--- src/rtl/ptoc_pkg.sv ---
package ptoc_pkg;
    // Tracker phase: waiting for first sample, inside the start band,
    // or following a rising / falling half-period.
    typedef enum logic [1:0] {
        PH_IDLE  = 2'd0,
        PH_START = 2'd1,
        PH_RISE  = 2'd2,
        PH_FALL  = 2'd3
    } phase_e;
endpackage

--- src/rtl/ptoc_peak_track.sv ---
module ptoc_peak_track
    import ptoc_pkg::*;
#(
    parameter int SMP_W = 12,
    parameter int NZ_W  = 8
) (
    input  logic                    clk,
    input  logic                    rst_n,
    input  logic                    smp_vld,
    input  logic signed [SMP_W-1:0] smp,
    input  logic [NZ_W-1:0]         noise_lo,
    input  logic [NZ_W-1:0]         noise_hi,
    input  logic                    gain_sel,
    output logic                    evt,
    output logic                    evt_max,
    output logic signed [SMP_W-1:0] evt_val,
    output logic                    slope_up
);
    localparam int EXT_W = (SMP_W > NZ_W ? SMP_W : NZ_W) + 2;

    typedef struct packed {
        phase_e                  phase;
        logic signed [SMP_W-1:0] run_hi;
        logic signed [SMP_W-1:0] run_lo;
        logic                    evt;
        logic                    evt_max;
        logic signed [SMP_W-1:0] evt_val;
        logic                    slope;
    } trk_t;

    trk_t trk_d, trk_q;

    logic [NZ_W-1:0]         nz_sel;
    logic signed [EXT_W-1:0] nz_x, s_x, rise_amt, fall_amt;

    always_comb begin
        nz_sel   = gain_sel ? noise_hi : noise_lo;
        nz_x     = signed'({{(EXT_W-NZ_W){1'b0}}, nz_sel});
        s_x      = EXT_W'(smp);
        rise_amt = s_x - EXT_W'(trk_q.run_lo);
        fall_amt = EXT_W'(trk_q.run_hi) - s_x;

        trk_d     = trk_q;
        trk_d.evt = 1'b0;
        if (smp_vld) begin
            case (trk_q.phase)
                PH_IDLE: begin
                    trk_d.run_hi = smp;
                    trk_d.run_lo = smp;
                    trk_d.phase  = PH_START;
                end
                PH_START: begin
                    if (rise_amt > nz_x) begin
                        trk_d.phase  = PH_RISE;
                        trk_d.slope  = 1'b1;
                        trk_d.run_hi = smp;
                    end else if (fall_amt > nz_x) begin
                        trk_d.phase  = PH_FALL;
                        trk_d.slope  = 1'b0;
                        trk_d.run_lo = smp;
                    end else begin
                        if (smp > trk_q.run_hi) trk_d.run_hi = smp;
                        if (smp < trk_q.run_lo) trk_d.run_lo = smp;
                    end
                end
                PH_RISE: begin
                    if (smp > trk_q.run_hi) begin
                        trk_d.run_hi = smp;
                    end else if (fall_amt > nz_x) begin
                        trk_d.evt     = 1'b1;
                        trk_d.evt_max = 1'b1;
                        trk_d.evt_val = trk_q.run_hi;
                        trk_d.phase   = PH_FALL;
                        trk_d.slope   = 1'b0;
                        trk_d.run_lo  = smp;
                    end
                end
                default: begin
                    if (smp < trk_q.run_lo) begin
                        trk_d.run_lo = smp;
                    end else if (rise_amt > nz_x) begin
                        trk_d.evt     = 1'b1;
                        trk_d.evt_max = 1'b0;
                        trk_d.evt_val = trk_q.run_lo;
                        trk_d.phase   = PH_RISE;
                        trk_d.slope   = 1'b1;
                        trk_d.run_hi  = smp;
                    end
                end
            endcase
        end
    end

    always_ff @(posedge clk) begin
        if (!rst_n) trk_q <= '0;
        else        trk_q <= trk_d;
    end

    assign evt      = trk_q.evt;
    assign evt_max  = trk_q.evt_max;
    assign evt_val  = trk_q.evt_val;
    assign slope_up = trk_q.slope;


    idle_keeps_slope_chk: assert property (@(posedge clk) disable iff (!rst_n)
        !smp_vld |=> $stable(slope_up));

    idle_no_event_chk: assert property (@(posedge clk) disable iff (!rst_n)
        !smp_vld |=> !evt);

    event_sets_slope_chk: assert property (@(posedge clk) disable iff (!rst_n)
        evt |-> (slope_up == !evt_max));
endmodule

--- src/rtl/ptoc_ofs_calc.sv ---
module ptoc_ofs_calc #(
    parameter int SMP_W = 12,
    parameter int OFS_W = 10
) (
    input  logic                    clk,
    input  logic                    rst_n,
    input  logic                    evt,
    input  logic                    evt_max,
    input  logic signed [SMP_W-1:0] evt_val,
    output logic signed [OFS_W-1:0] ofs_word,
    output logic                    ofs_upd,
    output logic                    calibrated
);
    typedef struct packed {
        logic signed [SMP_W-1:0] hi;
        logic signed [SMP_W-1:0] lo;
        logic                    have_hi;
        logic                    have_lo;
        logic signed [OFS_W-1:0] ofs;
        logic                    upd;
        logic                    cal;
    } calc_t;

    calc_t calc_d, calc_q;

    logic signed [SMP_W-1:0] hi_n, lo_n, mean;
    logic signed [SMP_W:0]   sum;
    logic signed [OFS_W-1:0] cand;

    always_comb begin
        hi_n = (evt &&  evt_max) ? evt_val : calc_q.hi;
        lo_n = (evt && !evt_max) ? evt_val : calc_q.lo;
        sum  = (SMP_W+1)'(hi_n) + (SMP_W+1)'(lo_n);
        mean = SMP_W'(sum >>> 1);
    end

    generate
        if (OFS_W < SMP_W) begin : g_clamp
            localparam logic signed [SMP_W-1:0] OFS_MAX = SMP_W'((1 << (OFS_W-1)) - 1);
            localparam logic signed [SMP_W-1:0] OFS_MIN = SMP_W'(-(1 << (OFS_W-1)));
            always_comb begin
                if (mean > OFS_MAX)      cand = OFS_MAX[OFS_W-1:0];
                else if (mean < OFS_MIN) cand = OFS_MIN[OFS_W-1:0];
                else                     cand = mean[OFS_W-1:0];
            end
        end else begin : g_extend
            always_comb cand = OFS_W'(mean);
        end
    endgenerate

    always_comb begin
        calc_d     = calc_q;
        calc_d.upd = 1'b0;
        if (evt) begin
            calc_d.hi = hi_n;
            calc_d.lo = lo_n;
            if (evt_max) calc_d.have_hi = 1'b1;
            else         calc_d.have_lo = 1'b1;
            if (calc_d.have_hi && calc_d.have_lo) begin
                if (!calc_q.cal) begin
                    calc_d.ofs = cand;
                    calc_d.upd = 1'b1;
                    calc_d.cal = 1'b1;
                end else if (( evt_max && cand < calc_q.ofs) ||
                             (!evt_max && cand > calc_q.ofs)) begin
                    calc_d.ofs = cand;
                    calc_d.upd = 1'b1;
                end
            end
        end
    end

    always_ff @(posedge clk) begin
        if (!rst_n) calc_q <= '0;
        else        calc_q <= calc_d;
    end

    assign ofs_word   = calc_q.ofs;
    assign ofs_upd    = calc_q.upd;
    assign calibrated = calc_q.cal;


    cal_sticky_chk: assert property (@(posedge clk) disable iff (!rst_n)
        calibrated |=> calibrated);

    word_moves_with_strobe_chk: assert property (@(posedge clk) disable iff (!rst_n)
        !ofs_upd |-> $stable(ofs_word));

    falling_only_down_chk: assert property (@(posedge clk) disable iff (!rst_n)
        (evt && evt_max && calibrated) |=> (!ofs_upd || ofs_word < $past(ofs_word)));

    rising_only_up_chk: assert property (@(posedge clk) disable iff (!rst_n)
        (evt && !evt_max && calibrated) |=> (!ofs_upd || ofs_word > $past(ofs_word)));
endmodule

--- src/rtl/ptoc_top.sv ---
module ptoc_top #(
    parameter int SMP_W = 12,
    parameter int NZ_W  = 8,
    parameter int OFS_W = 10
) (
    input  logic                    clk,
    input  logic                    rst_n,
    input  logic                    smp_vld,
    input  logic signed [SMP_W-1:0] smp,
    input  logic [NZ_W-1:0]         noise_lo,
    input  logic [NZ_W-1:0]         noise_hi,
    input  logic                    gain_sel,
    output logic signed [OFS_W-1:0] ofs_word,
    output logic                    ofs_upd,
    output logic                    calibrated,
    output logic                    slope_up
);
    logic                    evt, evt_max;
    logic signed [SMP_W-1:0] evt_val;

    ptoc_peak_track #(.SMP_W(SMP_W), .NZ_W(NZ_W)) u_track (
        .clk      (clk),
        .rst_n    (rst_n),
        .smp_vld  (smp_vld),
        .smp      (smp),
        .noise_lo (noise_lo),
        .noise_hi (noise_hi),
        .gain_sel (gain_sel),
        .evt      (evt),
        .evt_max  (evt_max),
        .evt_val  (evt_val),
        .slope_up (slope_up)
    );

    ptoc_ofs_calc #(.SMP_W(SMP_W), .OFS_W(OFS_W)) u_calc (
        .clk        (clk),
        .rst_n      (rst_n),
        .evt        (evt),
        .evt_max    (evt_max),
        .evt_val    (evt_val),
        .ofs_word   (ofs_word),
        .ofs_upd    (ofs_upd),
        .calibrated (calibrated)
    );


    strobe_needs_event_chk: assert property (@(posedge clk) disable iff (!rst_n)
        !evt |=> !ofs_upd);

    strobe_leaves_cal_chk: assert property (@(posedge clk) disable iff (!rst_n)
        ofs_upd |-> calibrated);
endmodule

--- config.mk ---
export PLATFORM = sky130hd
export DESIGN_NAME = ptoc_top
export DESIGN_NICKNAME = d
export VERILOG_FILES = /design/src/rtl/ptoc_pkg.sv /design/src/rtl/ptoc_peak_track.sv /design/src/rtl/ptoc_ofs_calc.sv /design/src/rtl/ptoc_top.sv
export SDC_FILE = /design/constraint.sdc
export NUM_CORES = 1
export LEC_CHECK = 0
export BUFFER_PORTS_ARGS = -buffer_cell sky130_fd_sc_hd__buf_2
export CAP_MARGIN = 20
export CORE_ASPECT_RATIO = 1.4
export CORE_UTILIZATION = 55
export CTS_CLUSTER_SIZE = 20
export DETAILED_ROUTE_END_ITERATION = 7
export PLACE_DENSITY_LB_ADDON = 0.3
export SLEW_MARGIN = 20
export SYNTH_ARGS = -nofsm -noshare
export SYNTH_HDL_FRONTEND = slang
export SYNTH_SLANG_ARGS = --single-unit
--- constraint.sdc ---
create_clock -name clk -period 15.6 [get_ports clk]
set_input_delay 2.34 -clock clk [delete_from_list [all_inputs] [get_ports clk]]
set_output_delay 2.34 -clock clk [all_outputs]
set_load 0.02 [all_outputs]
Yosys cells after proc, flatten, opt, wreduce, memory -nomap -nowiden:

Index checks and enable logic that the tools add are counted.

* $add $sub $neg: 3
* order comparisons: 8
* eq/ne operators: 11
* muxes and demuxes: 30
* bitwise operators: 2
* reductions and logical operators: 21

Operator list (number)
* $mux W12: 7
* $pmux W26 S3: 1
* $mux W27: 2
* $mux W14: 3
* $mux W15: 2
* $gt A14 B9 Y1: 2
* $pmux W14 S2: 1
* $sub A12 B12 Y13: 2
* $mux W11: 2
* $mux W10: 2
* $add A12 B12 Y13: 1
* $gt A12 B10 Y1 const B: 1
* $gt A12 B12 Y1: 1
* $lt A12 B10 Y1 const B: 1
* $lt A12 B12 Y1: 1
* $reduce_and A4 Y1: 3
* $gt A10 B10 Y1: 1
* $lt A10 B10 Y1: 1
* $mux W8: 1
* $ne A2 B2 Y1 const B: 4
* $reduce_and A7 Y1: 1
* $mux W1: 6
* $ne A3 B3 Y1 const B: 2
* $reduce_and A3 Y1: 2
* other kinds (18): 25

* flip-flop bits (word level): 79
* bits of input ports: 32
* output and inout port bits: 13
* logic and storage cells: 89

Depth between registers and ports, before layout:

Gate-level depths: netlist of run 1.

* depth in word-level cells: 12
* gate-level depth with buffers: 30
* mapped depth without buffers: 25

Hierarchy:

Synthesis of run 1 repeated with hierarchy kept, for this count alone.

* cell total of the unflattened synthesis: 785
* area, all modules: 6403.6 um2

By module, submodules not included
* ptoc_peak_track: times used 1, cells an instance 468, area each 3789.9 um2, seq. area each 820.8 um2
* ptoc_ofs_calc: times used 1, cells an instance 317, area each 2613.8 um2, seq. area each 760.7 um2

Worst setup path before layout of run 1:

No wires, ideal clock.

* kind: flip-flop to flip-flop
* start point: register u_track.trk_q (netlist bit u_track.evt_max)
* end point: register u_calc.calc_q (netlist bit u_calc.ofs_word[0])
* setup time: 0.133 ns
* arrival time: 6.089 ns
* required time: 15.467 ns
* slack: 9.378 ns
* cell stages (with the launch flop): 31
* path buffers: 7
* period minus slack after synthesis: 6.222 ns
* path through: dfxtp_1 -> buf_6 -> clkbuf_1 -> nor2_1 -> clkbuf_1 -> mux2i_1 -> fa_1 -> nand2b_1 -> a21oi_1 -> nor3_1 -> nor4b_4 -> a31oi_1 -> or3_1 -> and2_0 -> o32a_1 -> buf_2 -> buf_6 -> a21oi_1 -> ha_1 -> nor2b_1 -> o21a_1 -> o21ai_0 -> a21oi_1 -> mux2i_1 -> o31ai_1 -> or2_2 -> clkbuf_1 -> inv_1 -> nand2b_1 -> buf_2 -> o221ai_1

* word-level cells in the longest chain between the ends: 12
* elaborated cells on any way between the ends: 24
* those cells by class: add/sub: 1; order compare: 4; eq/ne: 1; mux: 10; reduce/logical: 8

RTL lines
* from (decl): line ptoc_peak_track.sv:31 `trk_t trk_d, trk_q;`
* from (signal assigned): line ptoc_peak_track.sv:96 `else trk_q <= trk_d;`
* $logic_not A1 Y1: line ptoc_ofs_calc.sv:32, ptoc_ofs_calc.sv:65
* $logic_and A1 B1 Y1: line ptoc_ofs_calc.sv:32 `lo_n = (evt && !evt_max) ? evt_val : calc_q.lo;`
* $mux W12: line ptoc_ofs_calc.sv:32
* $add A12 B12 Y13: line ptoc_ofs_calc.sv:33 `sum = (SMP_W+1)'(hi_n) + (SMP_W+1)'(lo_n);`
* $lt A12 B10 Y1: line ptoc_ofs_calc.sv:43 `else if (mean < OFS_MIN) cand = OFS_MIN[OFS_W-1:0];`
* $mux W10: line ptoc_ofs_calc.sv:43
* $mux W10: line ptoc_ofs_calc.sv:42 `if (mean > OFS_MAX) cand = OFS_MAX[OFS_W-1:0];`
* $lt A10 B10 Y1 / $gt A10 B10 Y1 (equally long branches): line ptoc_ofs_calc.sv:64, ptoc_ofs_calc.sv:65
* $logic_and A1 B1 Y1 (on tied branches): line ptoc_ofs_calc.sv:64, ptoc_ofs_calc.sv:65
* $logic_or A1 B1 Y1: line ptoc_ofs_calc.sv:64 `end else if (( evt_max && cand < calc_q.ofs) ||`
* $ne A2 B2 Y1 (no line)
* $reduce_and A3 Y1 (no line)
* to (signal assigned): line ptoc_ofs_calc.sv:75 `else calc_q <= calc_d;`
* to (decl): line ptoc_ofs_calc.sv:24 `calc_t calc_d, calc_q;`

Parallel ways exist; a longest one is shown, timed or not. The select of a mux whose other input is x is not followed.
A chain may end at the register's enable or synchronous reset.

Worst setup path in the final report of run 1:

* start point: register u_track.trk_q (netlist bit u_track.evt)
* end point: register u_calc.calc_q (netlist bit u_calc.ofs_word[4])

* word-level cells in the longest chain between the ends: 11
* elaborated cells on any way between the ends: 18
* those cells by class: add/sub: 1; order compare: 4; eq/ne: 1; mux: 6; reduce/logical: 6

RTL lines (line)
* $logic_and A1 B1 Y1 (on tied branches): ptoc_ofs_calc.sv:31, ptoc_ofs_calc.sv:32
* $mux W12 (on tied branches): ptoc_ofs_calc.sv:31, ptoc_ofs_calc.sv:32
* $add A12 B12 Y13: ptoc_ofs_calc.sv:33
* $lt A12 B10 Y1: ptoc_ofs_calc.sv:43
* $mux W10: ptoc_ofs_calc.sv:43
* $mux W10: ptoc_ofs_calc.sv:42
* $lt A10 B10 Y1 / $gt A10 B10 Y1 (equally long branches): ptoc_ofs_calc.sv:64, ptoc_ofs_calc.sv:65
* $logic_and A1 B1 Y1 (on tied branches): ptoc_ofs_calc.sv:64, ptoc_ofs_calc.sv:65
* $logic_or A1 B1 Y1: ptoc_ofs_calc.sv:64
* $ne A2 B2 Y1 (no line)
* $reduce_and A3 Y1 (no line)

Parallel ways exist; a longest one is shown, timed or not. The select of a mux whose other input is x is not followed.

==> impl_metrics.env, run 1 <==
export IMPL_status="finished clean"
export IMPL_clk_pin_slew_ns=0.06
export IMPL_wirelength_mm=16.3
export IMPL_drt_pass1_iterations=4
export IMPL_final_common_cell="dfxtp_1"
export IMPL_powerDensity_nw_per_um2=131
export IMPL_fmax_mhz=144
export IMPL_ctsResizeCount=0
export IMPL_cts_max_path_buffers=2
export IMPL_mostFrequentLayoutCells="dfxtp_1 (79), ha_1 (65), inv_1 (59)"
export IMPL_max_stage_delay_ns=0.61
export IMPL_synth_edf_count=0
export IMPL_clk_latency_ns=0.34
export IMPL_reg2reg_depth=23
export IMPL_whs_path_depth=2
export IMPL_cp_max_fo=18
export IMPL_crit_type="reg2reg"
export IMPL_dpl_hpwl_mm=12.7
export IMPL_synth_seq_cells=79
export IMPL_die_area_um2=11700
export IMPL_multi_input_area_um2=4200
export IMPL_wl_per_cell_um=18.1
export IMPL_min_to="u_calc.ofs_word[3]"
export IMPL_setup_violations=0
export IMPL_required_ns=15.79
export IMPL_synth_top_cell_by_area="dfxtp_1"
export IMPL_initial_core_util_pct=56.9
export IMPL_antennaDiodeCount=0
export IMPL_cp_arrival_ns=7.14
export IMPL_num_nets_final=859
export IMPL_synth_top_cells_by_area="dfxtp_1 (25%), ha_1 (13%), a21oi_1 (4.3%), inv_1 (3.6%), mux2_2 (3.4%)"
export IMPL_tns_ns=0
export IMPL_core_um2=10900
export IMPL_syn_mean_instance_area_um2=8.40
export IMPL_cp_end_kind="register"
export IMPL_ir_drop_v=0.0000729
export IMPL_ff_latch_area_um2=1580
export IMPL_drv_slew=0
export IMPL_hold_viol=0
export IMPL_slew_headroom_pct=37.2
export IMPL_via_count=5734
export IMPL_cts_made_buffers=9
export IMPL_worst_slew_pin_slew_ns=0.932
export IMPL_maxCapViolCount=0
export IMPL_synth_seq_area_share_pct=25.4
export IMPL_drive_above_1_share_pct=13.4
export IMPL_grt_pass1_wl_mm=27.0
export IMPL_ioPinCount=45
export IMPL_critPathLaunch="u_track.evt"
export IMPL_port_buffers=44
export IMPL_cts_hold_buf=0
export IMPL_drtIter0Drc=246
export IMPL_syn_instance_count=740
export IMPL_antenna_found_initial=0
export IMPL_synth_top_area_share_pct=25.4
export IMPL_grt_pass1_vias=5713
export IMPL_htreeDepth=3
export IMPL_hold_slack_ns=0.481
export IMPL_die_x_um=91.9
export IMPL_rsz0062_at_grt="no"
export IMPL_yosysUniqueCellTypes=66
export IMPL_reg2reg_from="u_track.evt"
export IMPL_rows=45
export IMPL_viasPerCell=6.34
export IMPL_grt_max_degree=45
export IMPL_layout_min_cycle_time_ns=6.95
export IMPL_syn_area_um2=6220
export IMPL_die_y_um=128
export IMPL_cts_setup_buffers=0
export IMPL_timing_rr_end="u_calc.ofs_word[4]"
export IMPL_area_growth_synth_to_final_pct=8.92
export IMPL_rrSetupSlack_ns=8.65
export IMPL_gp_congestion=0.928
export IMPL_critPathLaunchType="register"
export IMPL_ant_nets=0
export IMPL_cts_root_buf="clkbuf_16"
export IMPL_cp_cell_sequence="inv_1 > nor2_1 > mux2i_1 > fa_1 > nand2b_1 > a21oi_1 > nor2_1 > o31ai_1 > a31oi_1 > or3_1 > a21boi_0 > o32a_1 > o21ai_0 > ha_1 > or2_2 > a21oi_1 > a21oi_1 > mux2i_1 > o31ai_1 > or2_2 > inv_1 > nand2b_1 > o221ai_1"
export IMPL_async_flop_share_pct=0
export IMPL_post_route_period_util_pct=44.5
export IMPL_cpMaxStageDelayCell="dfxtp_1"
export IMPL_cpMostUsedCell="a21oi_1"
export IMPL_cts_tree="built"
export IMPL_fillers=950
export IMPL_hold_class="reg2reg"
export IMPL_synth_net_count=840
export IMPL_yosysWarnings=0
export IMPL_synth_ff_type="dfxtp_1"
export IMPL_numClockSinks=79
export IMPL_overflow=0
export IMPL_drc=0
export IMPL_grt_util_all_layers_pct=28.9
export IMPL_finalClockSkew_ns=0.00560
export IMPL_p_leak_nw=2.86
export IMPL_hold_start="u_calc.ofs_word[3]"
==> metrics by stage <==
stage	instance area [µm²]	power (mW)	cells	utilization (%)	worst slack, ns
CTS	6760	0.882	905	61.9	8.74
global route	6770	0.945	905	62.0	7.97
global placement	6430	0.641	888	58.8	8.52
floorplan	6220	0.556	740	-	9.38
finish	6770	0.888	905	62.0	8.65
detailed placement	6440	0.655	889	58.9	8.43
==> critical path, delay by kind of cell (launching register included) <==
family | cells | cell delay [ns]
buf+inv | 2 | 0.30
fa+ha+maj | 2 | 0.82
mux | 2 | 0.38
simple gates | 7 | 2.03
flops | 1 | 0.61
compound gates | 10 | 2.63
==> how the worst max path moves through the flow <==
stage | endpoint | slack [ns] | cells past startpoint
after floorplan | u_calc.ofs_word[0] | 9.38 | 30
after global placement | u_calc.ofs_word[0] | 8.52 | 24
after detailed placement | u_track.trk_q[29] | 8.43 | 19
after CTS | u_calc.ofs_word[4] | 8.74 | 23
after global routing | u_calc.ofs_word[7] | 7.97 | 24
final | u_calc.ofs_word[4] | 8.65 | 23
==> layer usage <==
layer / wire (µm) / share of wire (%) / vias up / track usage (%)
met1: 6130 / 38 / 2722 / 29.2
met4: 1150 / 7.0 / 0 / 22.2
met2: 8480 / 52 / 203 / 54.0
met5: 0 / 0 / - / 0
li1: - / - / 2749 / -
met3: 578 / 3.5 / 60 / 2.79
==> synth_stat cells, types with 4 or more instances <==
cell,number
nor3_1,11
nand2b_1,13
inv_1,59
a21o_1,11
or2_2,7
o221ai_1,11
o211ai_1,5
buf_4,12
a22oi_1,14
mux2_2,19
nor2b_1,9
mux2i_1,19
a21boi_0,8
dfxtp_1,79
nand4_1,8
nand3_1,13
and2_1,21
ha_1,65
o21ai_0,29
o22ai_1,4
a32o_1,18
and3_1,6
a211oi_1,21
xnor2_1,17
o31ai_1,7
buf_2,6
o221a_1,5
xor2_1,8
a21oi_1,54
a31oi_1,5
o21a_1,13
nand2_1,35
clkbuf_1,22
nor2_1,56
==> where the power goes <==
| part | internal (mW) | switching [mW] |
|---|---|---|
| registers | 0.230 | 0.0327 |
| logic | 0.163 | 0.236 |
| clock network | 0.140 | 0.0861 |
==> cells by family (layout without fill, tap and decap cells) <==
family / count (synthesis) / count (layout) / synth area share, %
AOI/OAI and AO/OA: 238 / 238 / 27.8
and+or+nand+nor: 190 / 190 / 15.5
buffers and inverters: 102 / 126 / 7.24
DFF: 79 / 79 / 25.4
adders and majority gates: 68 / 68 / 14.0
muxes: 38 / 38 / 6.50
xor gates and xnor gates: 25 / 25 / 3.52
==> registers in the layout, indices dropped and copies added, names as in the netlist, named ones only <==
name               count
u_track.evt_val       12
u_track.trk_q         26
u_calc.ofs_word       10
u_track.slope_up       1
u_track.evt            1
u_calc.calc_q         25
u_calc.ofs_upd         1
u_calc.calibrated      1
u_track.evt_max        1
==> final cells by class <==
type	count	area share, %
Tap cell	141	2.61
Sequential cell	79	23.4
Timing Repair Buffer	50	3.97
Clock inverter	7	1.44
Multi-Input combinational cell	559	62.0
Inverter	60	3.33
Clock buffer	9	3.33
Power figures use the tool's default switching activity.
==> inputs of run 2 (changes only) <==
==> constraint.sdc (replaced) <==
create_clock -name clk -period 7 [get_ports clk]
set_input_delay 1.05 -clock clk [delete_from_list [all_inputs] [get_ports clk]]
set_output_delay 1.05 -clock clk [all_outputs]
set_load 0.02 [all_outputs]
==> run 2 against run 1 <==
  * Clock power rose by 110%
  * Non-clock buffer count fell by 1
  * Core utilization fell by 0.42 points
  * Cell count fell by 0.33%
  * Count of clock-buffer cells in the layout rose by 1
  * Critical path type unchanged
  * Critical endpoint unchanged
  * Largest cell class unchanged
  * Highest routed layer unchanged
==> impl_metrics.env, run 2 (synthesis results as in run 1) <==
export IMPL_initial_core_util_pct=56.9
export IMPL_finalClockSkew_ns=0.00496
export IMPL_wl_met2_mm=8.21
export IMPL_viasPerCell=6.32
export IMPL_die_y_um=128
export IMPL_fmax_mhz=158
export IMPL_cpLargestDelayFamily="compound AO/OA/AOI/OAI gates"
export IMPL_drt_pass1_iterations=5
export IMPL_cts_tree="built"
export IMPL_die_x_um=91.9
export IMPL_drive_above_1_share_pct=13.7
export IMPL_cp_arrival_ns=6.52
export IMPL_core_um2=10900
export IMPL_wl_per_cell_um=17.5
export IMPL_via_count=5705
export IMPL_area_growth_synth_to_final_pct=8.17
export IMPL_hold_class="reg2reg"
export IMPL_required_ns=7.19
export IMPL_cpMaxStageDelayCell="o32a_1"
export IMPL_slew_headroom_pct=26.9
export IMPL_fin_total_pwr_mw=1.93
export IMPL_cts_root_buf="clkbuf_16"
export IMPL_cts_made_buffers=9
export IMPL_post_route_period_util_pct=90.5
export IMPL_setup_violations=0
export IMPL_drtIter0Drc=269
export IMPL_layout_min_cycle_time_ns=6.33
export IMPL_powerDensity_nw_per_um2=287
export IMPL_crit_type="reg2reg"
export IMPL_critPathLaunch="u_track.evt"
export IMPL_num_nets_final=858
export IMPL_ant_nets=0
export IMPL_final_common_cell="dfxtp_1"
export IMPL_crit_path_end="u_calc.ofs_word[4]"
export IMPL_overflow=0
export IMPL_grt_util_all_layers_pct=27.8
export IMPL_ctsResizeCount=0
export IMPL_post_route_cell_area_um2=6730
export IMPL_worst_slew_pin_slew_ns=1.09
export IMPL_path_depth=23
export IMPL_status="finished clean"
export IMPL_drc=0
export IMPL_htreeDepth=3
export IMPL_place_area_um2=6430
export IMPL_max_stage_delay_ns=0.58
export IMPL_regMostFlops="u_track.trk_q"
export IMPL_rsz0062_at_grt="no"
export IMPL_grt_pass1_wl_mm=26.1
export IMPL_met1_length_mm=6.05
export IMPL_rows=45
export IMPL_cp_cell_sequence="inv_1 > nor2_2 > mux2i_1 > fa_1 > nand2b_1 > a21oi_2 > nor3_1 > nor4b_4 > a31oi_1 > or3_1 > a21boi_0 > o32a_1 > o21ai_0 > ha_1 > or2_2 > a21oi_1 > a21oi_1 > mux2i_1 > o31ai_1 > or2_2 > inv_1 > nand2b_1 > o221ai_1"
export IMPL_timing_rr_end="u_calc.ofs_word[4]"
export IMPL_ir_drop_v=0.000214
export IMPL_ioPinCount=45
export IMPL_grt_pass1_vias=5697
export IMPL_antenna_found_initial=0
export IMPL_drv_slew=0
export IMPL_numClockSinks=79
export IMPL_final_util_pct=61.6
export IMPL_rrSetupSlack_ns=0.67
export IMPL_clk_latency_ns=0.34
export IMPL_wl_met3_um=764
export IMPL_port_buffers=44
export IMPL_die_area_um2=11700
export IMPL_reg2reg_from="u_track.evt"
export IMPL_tns_ns=0
export IMPL_top_layer_used="met4"
export IMPL_grt_max_degree=45
export IMPL_cts_hold_buf=0
export IMPL_mostFrequentLayoutCells="dfxtp_1 (77), ha_1 (65), inv_1 (59)"
export IMPL_cp_end_kind="register"
export IMPL_antennaDiodeCount=0
export IMPL_cts_setup_buffers=0
export IMPL_cp_max_fo=18
export IMPL_p_leak_nw=2.85
export IMPL_clk_pin_slew_ns=0.06
export IMPL_worst_path_buf_inv=2
export IMPL_critPathLaunchType="register"
export IMPL_gp_congestion=0.951
export IMPL_maxCapViolCount=0
export IMPL_largest_reg_flops=26
export IMPL_hold_viol=0
export IMPL_reg2reg_depth=23
export IMPL_dpl_hpwl_mm=12.3
export IMPL_wirelength_mm=15.8
export IMPL_cts_max_path_buffers=2
-- run 2: through the flow --
step | hold slack (ns) | setup WS [ns] | cells
6_report | 0.470 | 0.668 | 902
5_1_grt | 0.502 | 0.105 | 902
4_1_cts | 0.474 | 0.250 | 902
3_5_place_dp | 0.464 | 0.268 | 888
3_3_place_gp | 0.450 | 0.641 | 888
2_1_floorplan | 0.436 | 0.778 | 740
-- run 2: how the worst min path moves through the flow --
stage	from	endpoint	slack (ns)	depth (start not counted)
3_5_place_dp	u_calc.calc_q[13]	u_calc.calc_q[13]	0.46	2
3_3_place_gp	u_calc.calc_q[13]	u_calc.calc_q[13]	0.45	2
4_1_cts	u_calc.calc_q[13]	u_calc.calc_q[13]	0.47	2
2_1_floorplan	u_calc.calc_q[13]	u_calc.calc_q[13]	0.44	2
5_1_grt	u_calc.calc_q[13]	u_calc.calc_q[13]	0.50	2
6_report	u_calc.calc_q[13]	u_calc.calc_q[13]	0.47	2
-- run 2: cell type report --
cell class | instances | area [µm²]
tap | 141 | 176
clock inverter | 4 | 47.5
fill | 974 | 4200
inverter | 60 | 225
multi-input combinational | 559 | 4200
timing repair buffer | 49 | 258
clock buffer | 10 | 239
sequential | 79 | 1580
-- run 2: report_power, final --
part / switching, mW / internal, mW / total (mW)
Combinational: 0.533 / 0.360 / 0.893
Sequential: 0.0607 / 0.513 / 0.573
Clock: 0.185 / 0.281 / 0.465
Total: 0.778 / 1.15 / 1.93
-- run 2: worst reg2reg max path, cell delays in order (launching register included) --
cell	delay [ns]
dfxtp_2	0.47
inv_1	0.19
nor2_2	0.27
mux2i_1	0.19
fa_1	0.48
nand2b_1	0.18
a21oi_2	0.25
nor3_1	0.13
nor4b_4	0.28
a31oi_1	0.17
or3_1	0.43
a21boi_0	0.18
o32a_1	0.58
o21ai_0	0.22
ha_1	0.34
or2_2	0.28
a21oi_1	0.14
a21oi_1	0.07
mux2i_1	0.13
o31ai_1	0.40
or2_2	0.27
inv_1	0.07
nand2b_1	0.28
o221ai_1	0.20
-- run 2: metal layers --
metal / up-vias / track usage, %
met5: - / 0
li1: 2761 / -
met1: 2700 / 28.7
met3: 46 / 4.57
met4: 0 / 16.6
met2: 198 / 52.1
==> inputs of run 3 (changes only) <==
--- a/config.mk
+++ b/config.mk
@@ -7,7 +7,7 @@
 export LEC_CHECK = 0
 export BUFFER_PORTS_ARGS = -buffer_cell sky130_fd_sc_hd__buf_2
 export CAP_MARGIN = 20
-export CORE_ASPECT_RATIO = 1.4
+export CORE_ASPECT_RATIO = 0.6
 export CORE_UTILIZATION = 55
 export CTS_CLUSTER_SIZE = 20
 export DETAILED_ROUTE_END_ITERATION = 7
==> run 3 against run 2 <==
  * The run now ends with DRC left
  * Clock power increased by 11%
  * Design area increased by 0.89%
  * First-iteration DRC count increased by 100%
  * Sequential power about the same
  * Routed wire length increased by 10%
  * Register-to-register slack got worse by 0.14 ns
  * Highest routed layer unchanged
  * Sequential share of layout area decreased by 0.25 points
  * Fmax decreased by 2.1%
  * Global-route usage increased by 2.9 points
  * Setup slack got worse by 0.14 ns
==> impl_metrics.env, run 3 (synthesis results as in run 1) <==
export IMPL_clk_latency_ns=0.34
export IMPL_whs_path_depth=2
export IMPL_cpMostUsedCell="a21oi_1"
export IMPL_overflow=0
export IMPL_rsz0062_at_grt="no"
export IMPL_die_y_um=84.4
export IMPL_grt_max_degree=45
export IMPL_max_stage_delay_ns=0.51
export IMPL_regMostFlops="u_track.trk_q"
export IMPL_hold_class="reg2reg"
export IMPL_gp_congestion=0.931
export IMPL_worst_slew_pin_slew_ns=1.18
export IMPL_grt_pass1_wl_mm=28.7
export IMPL_drt_pass1_iterations=7
export IMPL_drive_above_1_share_pct=14.0
export IMPL_num_nets_final=862
export IMPL_violations="DRC"
export IMPL_via_count=5882
export IMPL_fin_ws_ns=0.531
export IMPL_grt_util_all_layers_pct=30.8
export IMPL_crit_type="reg2reg"
export IMPL_wl_per_cell_um=19.2
export IMPL_drv_slew=0
export IMPL_largest_reg_flops=26
export IMPL_cpMaxStageDelayCell="o32a_2"
export IMPL_ioPinCount=45
export IMPL_maxCapViolCount=0
export IMPL_drtIter0Drc=539
export IMPL_ff_latch_area_um2=1580
export IMPL_core_um2=10800
export IMPL_cts_max_path_buffers=2
export IMPL_cp_max_fo=18
export IMPL_reg2reg_depth=24
export IMPL_fillers=919
export IMPL_timing_rr_end="u_calc.ofs_word[8]"
export IMPL_clk_pin_slew_ns=0.07
export IMPL_die_area_um2=11700
export IMPL_cp_arrival_ns=6.67
export IMPL_layout_min_cycle_time_ns=6.47
export IMPL_cts_made_buffers=9
export IMPL_antennaDiodeCount=0
export IMPL_min_to="u_calc.calc_q[13]"
export IMPL_ctsResizeCount=0
export IMPL_status="complete, but fails checks"
export IMPL_cts_tree="built"
export IMPL_cts_hold_buf=0
export IMPL_numClockSinks=79
export IMPL_finalClockSkew_ns=0.00913
export IMPL_post_route_period_util_pct=92.4
export IMPL_setup_violations=0
export IMPL_port_buffers=44
export IMPL_required_ns=7.20
export IMPL_ir_drop_v=0.000171
export IMPL_ant_nets=0
export IMPL_antenna_found_initial=0
export IMPL_wirelength_mm=17.4
export IMPL_dpl_hpwl_mm=13.6
export IMPL_rows=29
export IMPL_p_leak_nw=2.88
export IMPL_htreeDepth=3
export IMPL_area_growth_synth_to_final_pct=9.14
export IMPL_cts_setup_buffers=0
export IMPL_tns_ns=0
export IMPL_hold_start="u_calc.calc_q[13]"
export IMPL_initial_core_util_pct=57.7
export IMPL_cp_cell_sequence="inv_1 > nor2_2 > mux2i_1 > fa_1 > nand2b_1 > a21oi_1 > nor2_1 > o31ai_1 > a31oi_1 > or3_1 > and2_0 > o32a_2 > a21oi_1 > ha_1 > nor2b_1 > o21a_1 > o21ai_0 > a21oi_1 > mux2i_1 > o31ai_1 > or2_2 > inv_1 > nand2b_1 > o221ai_1"
export IMPL_final_common_cell="dfxtp_1"
export IMPL_slew_headroom_pct=21.2
export IMPL_fmax_mhz=155
export IMPL_reg2reg_from="u_track.evt"
export IMPL_viasPerCell=6.49
export IMPL_die_x_um=139
export IMPL_cp_end_kind="register"
export IMPL_rrSetupSlack_ns=0.53
export IMPL_drc=1
export IMPL_mostFrequentLayoutCells="dfxtp_1 (79), ha_1 (65), inv_1 (59)"
export IMPL_grt_pass1_vias=5635
export IMPL_multi_input_area_um2=4190
export IMPL_cts_root_buf="clkbuf_16"
export IMPL_preCtsSetupSlack_ns=0.389
export IMPL_powerDensity_nw_per_um2=300
export IMPL_hold_viol=0
export IMPL_critPathLaunchType="register"
## run 3: cell count changes in the layout (fill, tap and decap cells not counted)
cell / delta
o32a_2: +1
o32a_1: -1
clkinv_2: -1
a21oi_2: -1
clkinv_4: +1
buf_4: +4
dfxtp_1: +2
clkbuf_1: +1
a21oi_1: +1
bufinv_16: +1
dfxtp_2: -2
## run 3: power breakdown
part           internal (mW)  switching (mW)  total [mW]
Clock                  0.322           0.194       0.516
Sequential             0.512          0.0588       0.571
Combinational          0.368           0.581       0.949
## run 3: per-stage QoR
step / cells / hold slack, ns / area (µm²) / power [mW] / util (%)
floorplan: 740 / 0.436 / 6220 / 1.24 / -
finish: 906 / 0.481 / 6790 / 2.04 / 63.0
global route: 906 / 0.514 / 6790 / 2.16 / 63.0
CTS: 905 / 0.485 / 6770 / 2.00 / 62.8
detailed placement: 889 / 0.469 / 6450 / 1.48 / 59.8
global placement: 889 / 0.452 / 6450 / 1.44 / 59.8
## run 3: layout make-up
cell class,count,share of cell area [%]
clock buffers,11,3.58
clock inverters,5,1.20
inverters,60,3.32
multi-input cells,559,61.8
flip-flops and latches,79,23.3
well taps,139,2.56
repair buffers,53,4.24
## run 3: layer usage
metal  track usage (%)  routed length [µm]  vias up
met5                 0                   0        -
met4              7.78                 162        0
met3              9.58                1830       22
met2              42.8                6870      255
met1              45.3                8550     2837
li1                  -                   -     2768
## run 3: worst max-delay path by stage
stage	start	end	slack, ns	cells after the start
after floorplan	u_track.evt_max	u_calc.ofs_word[0]	0.78	30
after global placement	u_track.evt	u_calc.ofs_word[0]	0.86	24
after detailed placement	u_track.evt	u_calc.ofs_word[8]	0.39	23
after CTS	u_track.evt	u_calc.ofs_word[7]	0.35	23
after global routing	u_track.evt	u_calc.ofs_word[8]	0.1	24
final	u_track.evt	u_calc.ofs_word[8]	0.53	24
## run 3: critical path, delay by kind of cell, from the launching register on
kind | cells | cell delay, ns
AO/OA/AOI/OAI | 10 | 2.79
flip-flops | 1 | 0.33
adder cells (fa/ha/maj) | 2 | 0.73
AND/OR/NAND/NOR | 8 | 1.89
buffers and inverters | 2 | 0.22
multiplexers | 2 | 0.34
